[config.mk]
export PLATFORM = sky130hd
export DESIGN_NAME = exec_stage
export DESIGN_NICKNAME = d
export VERILOG_FILES = /design/src/rtl/exec_pkg.sv /design/src/rtl/exec_alu_ctrl.sv /design/src/rtl/exec_operand_mux.sv /design/src/rtl/exec_alu.sv /design/src/rtl/exec_branch_unit.sv /design/src/rtl/exec_stage.sv
export SDC_FILE = /design/constraint.sdc
export NUM_CORES = 1
export LEC_CHECK = 0
export BUFFER_PORTS_ARGS = -buffer_cell sky130_fd_sc_hd__buf_2
export CORE_MARGIN = 2
export CORE_UTILIZATION = 37
export DETAILED_ROUTE_END_ITERATION = 10
export PLACE_DENSITY = 0.54
export REMOVE_ABC_BUFFERS = 1
export SLEW_MARGIN = 25
export SYNTH_ARGS = -nofsm -noshare
export SYNTH_HDL_FRONTEND = slang
export SYNTH_SLANG_ARGS = --single-unit
export TNS_END_PERCENT = 100
[constraint.sdc]
create_clock -name vclk -period 5.38
set_input_delay 0.538 -clock vclk [all_inputs]
set_output_delay 0.538 -clock vclk [all_outputs]
set_load 0.1 [all_outputs]
[src/rtl/exec_pkg.sv]
// exec_pkg: opcode constants and the ALU operation type shared by the
// execute-stage modules. Assumes the base 32-bit integer encoding.
package exec_pkg;

    localparam logic [6:0] OPC_REG    = 7'b0110011;
    localparam logic [6:0] OPC_IMM    = 7'b0010011;
    localparam logic [6:0] OPC_BRANCH = 7'b1100011;
    localparam logic [6:0] OPC_JAL    = 7'b1101111;
    localparam logic [6:0] OPC_JALR   = 7'b1100111;

    localparam logic [2:0] CMP_EQ  = 3'b000;
    localparam logic [2:0] CMP_NE  = 3'b001;
    localparam logic [2:0] CMP_LT  = 3'b100;
    localparam logic [2:0] CMP_GE  = 3'b101;
    localparam logic [2:0] CMP_LTU = 3'b110;
    localparam logic [2:0] CMP_GEU = 3'b111;

    typedef enum logic [3:0] {
        ALU_ADD,
        ALU_SUB,
        ALU_SLL,
        ALU_SLT,
        ALU_SLTU,
        ALU_XOR,
        ALU_SRL,
        ALU_SRA,
        ALU_OR,
        ALU_AND
    } alu_op_e;

endpackage

[src/rtl/exec_alu_ctrl.sv]
// exec_alu_ctrl: turns opcode, funct3 and instruction bit 30 into an ALU
// operation. Assumes decode has already formed the operands; every
// opcode that is not register or immediate arithmetic gets ADD.
module exec_alu_ctrl
    import exec_pkg::*;
(
    input  logic [6:0] opcode,
    input  logic [2:0] funct3,
    input  logic       alt_bit,
    output alu_op_e    alu_op
);

    // Select the ALU operation for the current instruction.
    always_comb begin
        alu_op = ALU_ADD;
        if (opcode == OPC_REG || opcode == OPC_IMM) begin
            unique case (funct3)
                3'b000:  alu_op = (opcode == OPC_REG && alt_bit) ? ALU_SUB : ALU_ADD;
                3'b001:  alu_op = ALU_SLL;
                3'b010:  alu_op = ALU_SLT;
                3'b011:  alu_op = ALU_SLTU;
                3'b100:  alu_op = ALU_XOR;
                3'b101:  alu_op = alt_bit ? ALU_SRA : ALU_SRL;
                3'b110:  alu_op = ALU_OR;
                default: alu_op = ALU_AND;
            endcase
        end
    end

endmodule

[src/rtl/exec_operand_mux.sv]
// exec_operand_mux: two-way operand selector in front of the ALU.
// Assumes a single-bit select: 0 picks the register value, 1 the other source.
module exec_operand_mux #(
    parameter int WIDTH = 32
) (
    input  logic             sel,
    input  logic [WIDTH-1:0] reg_val,
    input  logic [WIDTH-1:0] alt_val,
    output logic [WIDTH-1:0] operand
);

    // Pass the selected source to the ALU input.
    always_comb operand = sel ? alt_val : reg_val;

endmodule

[src/rtl/exec_alu.sv]
// exec_alu: integer ALU with ten operations. Assumes XLEN is a power of
// two; the shift amount is the low log2(XLEN) bits of operand B.
module exec_alu
    import exec_pkg::*;
#(
    parameter int XLEN = 32
) (
    input  alu_op_e         alu_op,
    input  logic [XLEN-1:0] opa,
    input  logic [XLEN-1:0] opb,
    output logic [XLEN-1:0] result
);

    localparam int SHW = $clog2(XLEN);

    logic [SHW-1:0] shamt;
    logic           lt_signed;
    logic           lt_unsigned;

    // Shared shift amount and comparison results.
    always_comb begin
        shamt       = opb[SHW-1:0];
        lt_signed   = $signed(opa) < $signed(opb);
        lt_unsigned = opa < opb;
    end

    // Compute the result for the requested operation.
    always_comb begin
        unique case (alu_op)
            ALU_ADD:  result = opa + opb;
            ALU_SUB:  result = opa - opb;
            ALU_SLL:  result = opa << shamt;
            ALU_SLT:  result = {{(XLEN-1){1'b0}}, lt_signed};
            ALU_SLTU: result = {{(XLEN-1){1'b0}}, lt_unsigned};
            ALU_XOR:  result = opa ^ opb;
            ALU_SRL:  result = opa >> shamt;
            ALU_SRA:  result = $unsigned($signed(opa) >>> shamt);
            ALU_OR:   result = opa | opb;
            ALU_AND:  result = opa & opb;
            default:  result = '0;
        endcase
    end

endmodule

[src/rtl/exec_branch_unit.sv]
// exec_branch_unit: resolves conditional branches and both jump forms and
// produces the fetch redirect. Assumes imm is already sign-extended for
// the instruction's format. The target is zero whenever no jump is taken.
module exec_branch_unit
    import exec_pkg::*;
#(
    parameter int XLEN = 32
) (
    input  logic [6:0]      opcode,
    input  logic [2:0]      funct3,
    input  logic [XLEN-1:0] pc,
    input  logic [XLEN-1:0] rs1_val,
    input  logic [XLEN-1:0] rs2_val,
    input  logic [XLEN-1:0] imm,
    output logic            taken,
    output logic [XLEN-1:0] target
);

    logic            cond;
    logic [XLEN-1:0] pc_rel;
    logic [XLEN-1:0] reg_rel;

    // Evaluate the branch condition that funct3 selects.
    always_comb begin
        unique case (funct3)
            CMP_EQ:  cond = rs1_val == rs2_val;
            CMP_NE:  cond = rs1_val != rs2_val;
            CMP_LT:  cond = $signed(rs1_val) < $signed(rs2_val);
            CMP_GE:  cond = $signed(rs1_val) >= $signed(rs2_val);
            CMP_LTU: cond = rs1_val < rs2_val;
            CMP_GEU: cond = rs1_val >= rs2_val;
            default: cond = 1'b0;
        endcase
    end

    // Candidate addresses: PC-relative and register-relative.
    always_comb begin
        pc_rel  = pc + imm;
        reg_rel = rs1_val + imm;
    end

    // Choose the redirect according to the opcode.
    always_comb begin
        taken  = 1'b0;
        target = '0;
        unique case (opcode)
            OPC_BRANCH: begin
                taken  = cond;
                target = cond ? pc_rel : '0;
            end
            OPC_JAL: begin
                taken  = 1'b1;
                target = pc_rel;
            end
            OPC_JALR: begin
                taken  = 1'b1;
                target = {reg_rel[XLEN-1:1], 1'b0};
            end
            default: ;
        endcase
    end

endmodule

[src/rtl/exec_stage.sv]
// exec_stage: combinational execute stage. Decodes the ALU operation,
// selects both ALU operands, computes the ALU result and resolves control
// flow for fetch. Assumes decode supplies the sign-extended immediate and
// the operand selects; there is no state, so there is no clock or reset.
module exec_stage
    import exec_pkg::*;
#(
    parameter int XLEN = 32
) (
    input  logic [31:0]     instr,
    input  logic [XLEN-1:0] pc,
    input  logic [XLEN-1:0] rs1_data,
    input  logic [XLEN-1:0] rs2_data,
    input  logic [XLEN-1:0] imm,
    input  logic            op1_sel,
    input  logic            op2_sel,
    output logic [XLEN-1:0] alu_result,
    output logic            jump_taken,
    output logic [XLEN-1:0] jump_target
);

    logic [6:0]      opcode;
    logic [2:0]      funct3;
    logic            alt_bit;
    alu_op_e         alu_op;
    logic [XLEN-1:0] opa;
    logic [XLEN-1:0] opb;
    logic            unused_instr;

    // Split out the instruction fields this stage decodes.
    always_comb begin
        opcode       = instr[6:0];
        funct3       = instr[14:12];
        alt_bit      = instr[30];
        unused_instr = ^{instr[31], instr[29:15], instr[11:7]};
    end

    exec_alu_ctrl u_alu_ctrl (
        .opcode  (opcode),
        .funct3  (funct3),
        .alt_bit (alt_bit),
        .alu_op  (alu_op)
    );

    exec_operand_mux #(.WIDTH(XLEN)) u_mux_a (
        .sel     (op1_sel),
        .reg_val (rs1_data),
        .alt_val (pc),
        .operand (opa)
    );

    exec_operand_mux #(.WIDTH(XLEN)) u_mux_b (
        .sel     (op2_sel),
        .reg_val (rs2_data),
        .alt_val (imm),
        .operand (opb)
    );

    exec_alu #(.XLEN(XLEN)) u_alu (
        .alu_op (alu_op),
        .opa    (opa),
        .opb    (opb),
        .result (alu_result)
    );

    exec_branch_unit #(.XLEN(XLEN)) u_branch (
        .opcode  (opcode),
        .funct3  (funct3),
        .pc      (pc),
        .rs1_val (rs1_data),
        .rs2_val (rs2_data),
        .imm     (imm),
        .taken   (jump_taken),
        .target  (jump_target)
    );

endmodule

==> results of run 1 <==
==> critical path, stage by stage <==
cell	delay [ps]
buf_2	130
mux2i_1	550
inv_1	190
ha_1	260
inv_1	70
fa_1	200
nor2b_1	70
o31a_1	290
o22ai_1	370
o21ai_1	190
and3_1	210
nor3_2	290
o41ai_1	160
buf_4	160
mux2_2	250
or4_1	490
buf_2	300
==> final timing paths <==
check              to  slack, ps  cells past startpoint
max    alu_result[28]        120                     17
min     alu_result[0]       1690                      3
==> power groups by stage <==
stage	clock network [W]	registers, W	logic, W
floorplan	0	0	0.00182
global placement	0	0	0.00272
detailed placement	0	0	0.00273
CTS	0	0	0.00274
global route	0.0000000000497	0	0.00297
finish	0.0000000000520	0	0.00279
==> per-stage QoR <==
step | std cells | utilization (%) | hold WS [ps] | power [W]
final | 2742 | 43.3 | 1690 | 0.00279
after global routing | 2741 | 43.3 | 1700 | 0.00297
after CTS | 2739 | 43.2 | 1700 | 0.00274
after detailed placement | 2739 | 43.2 | 1690 | 0.00273
after global placement | 2739 | 43.2 | 1690 | 0.00272
after floorplan | 1931 | - | 1570 | 0.00182
==> Yosys cell counts (9+ instances only) <==
library cell	instances
a211oi_1	33
a21o_1	60
a21oi_1	178
a221oi_1	19
a22oi_1	18
a31oi_1	14
and2_1	17
and3_1	11
buf_1	15
buf_2	21
buf_6	9
clkbuf_1	71
ha_1	190
inv_1	135
mux2_2	11
mux2i_1	126
mux2i_2	11
mux2i_4	10
nand2_1	201
nand2b_1	18
nand3_1	49
nand4_1	22
nor2_1	184
nor2b_1	14
nor3_1	45
nor4_1	9
o2111ai_1	11
o211ai_1	28
o21a_1	52
o21ai_0	132
o21bai_1	23
o22ai_1	48
or2_2	9
or3_1	11
xnor2_1	26
xor2_1	32
==> area by class of cell <==
type	instances	area (um^2)	area share (%)
repair buffers	297	2150	13.2
diodes	3	7.51	0.0463
multi-input cells	1787	12900	79.4
well taps	511	639	3.94
inverters	144	543	3.35
==> logic make-up after synthesis <==
group           synth area share (%)
xor+xnor                        3.63
simple gates                    20.6
mux                             13.5
compound gates                  36.7
buf+inv                         8.11
fa+ha+maj                       17.6
==> routing by layer <==
metal	wire length, um	global-route usage, %	vias to the layer above	share of wire [%]
li1	-	-	8022	-
met5	0	0	-	0
met2	28100	50.4	903	43
met1	29300	46.2	8150	45
met3	5440	2.75	126	8.3
met4	2490	9.59	0	3.8
==> repair_timing <==
action / in CTS / in global routing
setup endpoints to repair: 0 / 3
hold buffers: 0 / 0
resized for setup: 0 / 3
==> flow_metrics.py, run 1 <==
metrics = {
    "route": {
        "firstDrtPassIters": 9,
        "drt-total-wl_um": 65400,
        "avgRoutedWirePerCell_um": 23.8,
        "ant_nets": 0,
        "via_per_inst": 6.27,
        "num_vias": 17201,
        "drc": 0,
        "first_iter_violations": 1675,
    },
    "global_routing": {
        "grt_pass1_vias": 15954,
        "track_usage_pct": 32.0,
        "antenna_found_initial": 2,
        "grt_overflow": 0,
        "grt_pass1_wl_um": 97300,
        "grt_max_degree": 70,
    },
    "yosys": {
        "yosys.cell_types.count": 101,
        "synthDominantCellAreaShare_pct": 17.0,
        "synth_area_leader_cell": "ha_1",
        "syn_inst": 2054,
        "syn-cell-area_um2": 14000,
        "syn_avg_cell_area_um2": 6.81,
        "ys_seq_area_share_pct": 0,
        "synth.area.top_cells": "ha_1, mux2i_1, a21oi_1",
        "yosysWarnings": 0,
    },
    "final_layout": {
        "syn2layout_area_growth_pct": 16.0,
        "final_common_cell": "nand2_1",
        "n_fill_cell": 4073,
        "clock_buffers": 0,
        "nets": 2586,
        "seq_cell_count": 0,
        "drive_gt1_share_pct": 17.3,
        "regArea_um2": 0,
        "final_area_um2": 16200,
        "final_cell_mix": "nand2_1, ha_1, nor2_1, buf_2, a21oi_1",
    },
    "timing": {
        "worst_slew_pin_slew_ps": 1130,
        "fin_crit_ps": 5260,
        "hold_viol": 0,
        "rsz0062_at_grt": "no",
        "timing.fmax_ghz": 0.190,
        "setup_slack_ps": 120,
        "fin_crit_sh_pct": 97.8,
        "setup_viol": 0,
        "slew_viol_final": 0,
        "finalSetupTns_ps": 0,
        "relSlewSlack_pct": 24.3,
    },
    "worst_setup_path": {
        "cp_max_fo": 3,
        "cp-start-kind": "input pin",
        "end_kind": "output pin",
        "crit_arrival_ps": 4720,
        "startpoint": "op1_sel",
        "path_class": "input pin to output pin",
        "cp.required_ps": 4840,
    },
    "placement": {
        "dpl_worst_slack_ps": 226,
        "port_buffers": 206,
        "hpwl_um": 53900,
        "finalWeightedCongestion": 1.04,
        "post_dp_cell_area_um2": 16200,
    },
    "die": {
        "dieArea_um2": 39400,
        "initial_core_util_pct": 37.3,
        "core_um2": 37500,
        "ioPinCount": 227,
        "std_cell_rows": 71,
        "die_h_um": 198,
        "die_w_um": 198,
    },
    "hold_path": {
        "hold_path.class": "input pin to output pin",
        "min_from": "instr[13]",
    },
    "pwr": {
        "cellLeakagePower_nw": 7.63,
        "p_comb_share_pct": 100.0,
        "sequentialPowerShare_pct": 0,
        "intPower_w": 0.000973,
        "net-switching-power_w": 0.00182,
        "powerDensity_nw_per_um2": 172,
        "switching_share_pct": 65.2,
        "clock_power_share_pct": 0,
        "max-vdd-ir-drop_uv": 99.2,
    },
    "clock_tree": {
        "post_cts_buffers": 0,
    },
    "outcome": {
        "outcome": "finished clean",
    },
    "flow_run": {
        "cap_violations": 0,
    },
}
No activity file was read; power rests on OpenSTA's default activity.
==> run 2: changes to the inputs <==
--- a/config.mk
+++ b/config.mk
@@ -5,6 +5,7 @@
 export SDC_FILE = /design/constraint.sdc
 export NUM_CORES = 1
 export LEC_CHECK = 0
+export ABC_AREA = 1
 export BUFFER_PORTS_ARGS = -buffer_cell sky130_fd_sc_hd__buf_2
 export CORE_MARGIN = 2
 export CORE_UTILIZATION = 37
==> run 2 against run 1 <==
  * Via count is 19% higher
  * Worst hold slack better by 75 ps
  * Cell area is 4.8% higher
  * Sequential share of layout area stayed put
  * Count of clock-buffer cells in the layout stayed put
  * First-iteration DRC count is 15% higher
  * Global-route usage is 1.8 points higher
  * Sequential cell count stayed put
  * Area after synthesis is 8.5% higher
  * Fmax is 4.6% higher
  * Combinational power is 6% higher
  * Largest power group unchanged
  * Synthesized cell count is 41% higher
==> flow_metrics.py, run 2 <==
metrics = {
    "die": {
        "dieArea_um2": 42600,
        "std_cell_rows": 74,
        "initial_core_util_pct": 37.3,
        "die_w_um": 207,
        "die_h_um": 207,
        "ioPinCount": 227,
        "core_um2": 40600,
    },
    "final_layout": {
        "final_cell_mix": "nand2_1, inv_1, nor2_1, nand3_1, o21ai_0",
        "clock_buffers": 0,
        "final_common_cell": "nand2_1",
        "fin_cells": 3576,
        "seq_cell_count": 0,
        "n_fill_cell": 4579,
        "syn2layout_area_growth_pct": 12.1,
        "nets": 3392,
        "drive_gt1_share_pct": 10.9,
        "regArea_um2": 0,
    },
    "worst_setup_path": {
        "cp_max_fo": 29,
        "cpMaxStageDelayCell": "nor3_1",
        "path_common_cell": "nand3_1",
        "end_kind": "output pin",
        "path_class": "input pin to output pin",
        "max_stage_delay_ps": 590,
        "crit_arrival_ps": 4490,
        "cp-start-kind": "input pin",
        "cp.required_ps": 4840,
        "path_cells": "buf_2, buf_12, nand2_1, o21ai_2, ha_1, inv_1, nand2_1, nor3_1, nand3_1, nand3_1, xor2_1, nor2_1, a31oi_1, nand3_1, buf_2",
    },
    "pwr": {
        "max-vdd-ir-drop_uv": 126,
        "power_w": 0.00296,
        "cellLeakagePower_nw": 9.15,
        "powerDensity_nw_per_um2": 174,
    },
    "route": {
        "via_per_inst": 5.72,
        "firstDrtPassIters": 8,
        "ant_nets": 0,
        "num_vias": 20439,
        "drt-total-wl_um": 74500,
        "drc": 0,
        "first_iter_violations": 1933,
        "avgRoutedWirePerCell_um": 20.8,
    },
    "yosys": {
        "synth_area_leader_cell": "nand2_1",
        "syn_inst": 2899,
        "yosys-top-cells-count": "nand2_1, inv_1, nor2_1",
        "yosys.cell_types.count": 60,
        "syn-cell-area_um2": 15200,
        "yosysWarnings": 0,
        "ys_seq_area_share_pct": 0,
        "syn_avg_cell_area_um2": 5.23,
        "synthDominantCellAreaShare_pct": 20.9,
        "synth.area.top_cells": "nand2_1, ha_1, inv_1",
        "synth.most_common_cell": "nand2_1",
    },
    "flow_run": {
        "cap_violations": 0,
    },
    "timing": {
        "setup_viol": 0,
        "timing.fmax_ghz": 0.199,
        "relSlewSlack_pct": 41.6,
        "fin_crit_sh_pct": 93.5,
        "worst_slew_pin_slew_ps": 868,
        "slew_viol_final": 0,
        "fin_crit_ps": 5030,
        "hold_viol": 0,
        "rsz0062_at_grt": "no",
    },
    "global_routing": {
        "grt_pass1_vias": 19169,
        "track_usage_pct": 33.9,
        "grt_max_degree": 76,
        "grt_overflow": 0,
        "antenna_found_initial": 23,
        "grt_pass1_wl_um": 111000,
    },
    "hold_path": {
        "hold_path.class": "input pin to output pin",
    },
    "placement": {
        "port_buffers": 206,
        "finalWeightedCongestion": 1.10,
        "dp_cells": 3566,
        "hpwl_um": 62500,
    },
    "clock_tree": {
        "cts.repair.resized": 0,
        "cts_hold_repair.buffers": 0,
        "post_cts_buffers": 0,
    },
    "outcome": {
        "outcome": "finished clean",
    },
}
[run 2: cell count changes in the layout (fill, tap and decap cells not counted), moves of 77 or more]
cell,delta
inv_1,+244
o21ai_0,+77
nor2_1,+100
nand2_1,+643
nand3_1,+175
mux2i_1,-116
[run 2: per-layer routing]
layer / GRT usage [%] / wire length, um / up-vias
met5: 0 / 152 / -
met4: 12.3 / 3310 / 26
met3: 4.92 / 7390 / 181
met2: 56.1 / 32700 / 1081
met1: 44.4 / 31000 / 9310
li1: - / - / 9841
[run 2: cells by family after synthesis]
logic type,Yosys count,share of synthesized area [%]
AND/OR/NAND/NOR,1497,42.4
AO/OA/AOI/OAI,661,25.1
buffers and inverters,494,13.2
adder cells (fa/ha/maj),194,16.2
XOR/XNOR,47,2.71
multiplexers,6,0.396
[run 2: report_power, final]
group,switching (W),internal [W],total (W)
logic,0.00210,0.000867,0.00296
clock network,0,0.000000000249,0.000000000249
registers,0,0,0
[run 2: final timing paths]
check | from | slack, ps | to | cells after the start
setup / recovery | op1_sel | 350 | alu_result[19] | 15
hold / removal | instr[3] | 1770 | jump_target[0] | 6
[run 2: worst max-delay path: cells and delay by family]
| kind | cells | cell delay, ps |
|---|---|---|
| compound gates | 2 | 600 |
| buf+inv | 4 | 1190 |
| fa+ha+maj | 1 | 420 |
| xor+xnor | 1 | 160 |
| simple gates | 7 | 1530 |
[run 2: layout make-up]
type,instances,area (um^2),share of cell area [%]
Inverter,397,1490,8.76
Tap cell,532,666,3.91
Multi-Input combinational cell,2405,13200,77.7
Antenna cell,10,25.0,0.147
Timing Repair Buffer,232,1620,9.50
[run 2: per-stage QoR]
| stage | cell area [um^2] | hold slack, ps | util, % | setup WS (ps) | TNS [ps] |
|---|---|---|---|---|---|
| detailed placement | 17000 | 1750 | 41.8 | 551 | 0 |
| finish | 17000 | 1770 | 41.8 | 351 | 0 |
| global route | 17000 | 1810 | 41.8 | 225 | 0 |
| floorplan | 14700 | 1650 | - | -1940 | -52260 |
| global placement | 17000 | 1740 | 41.8 | 616 | 0 |
| CTS | 17000 | 1760 | 41.8 | 549 | 0 |
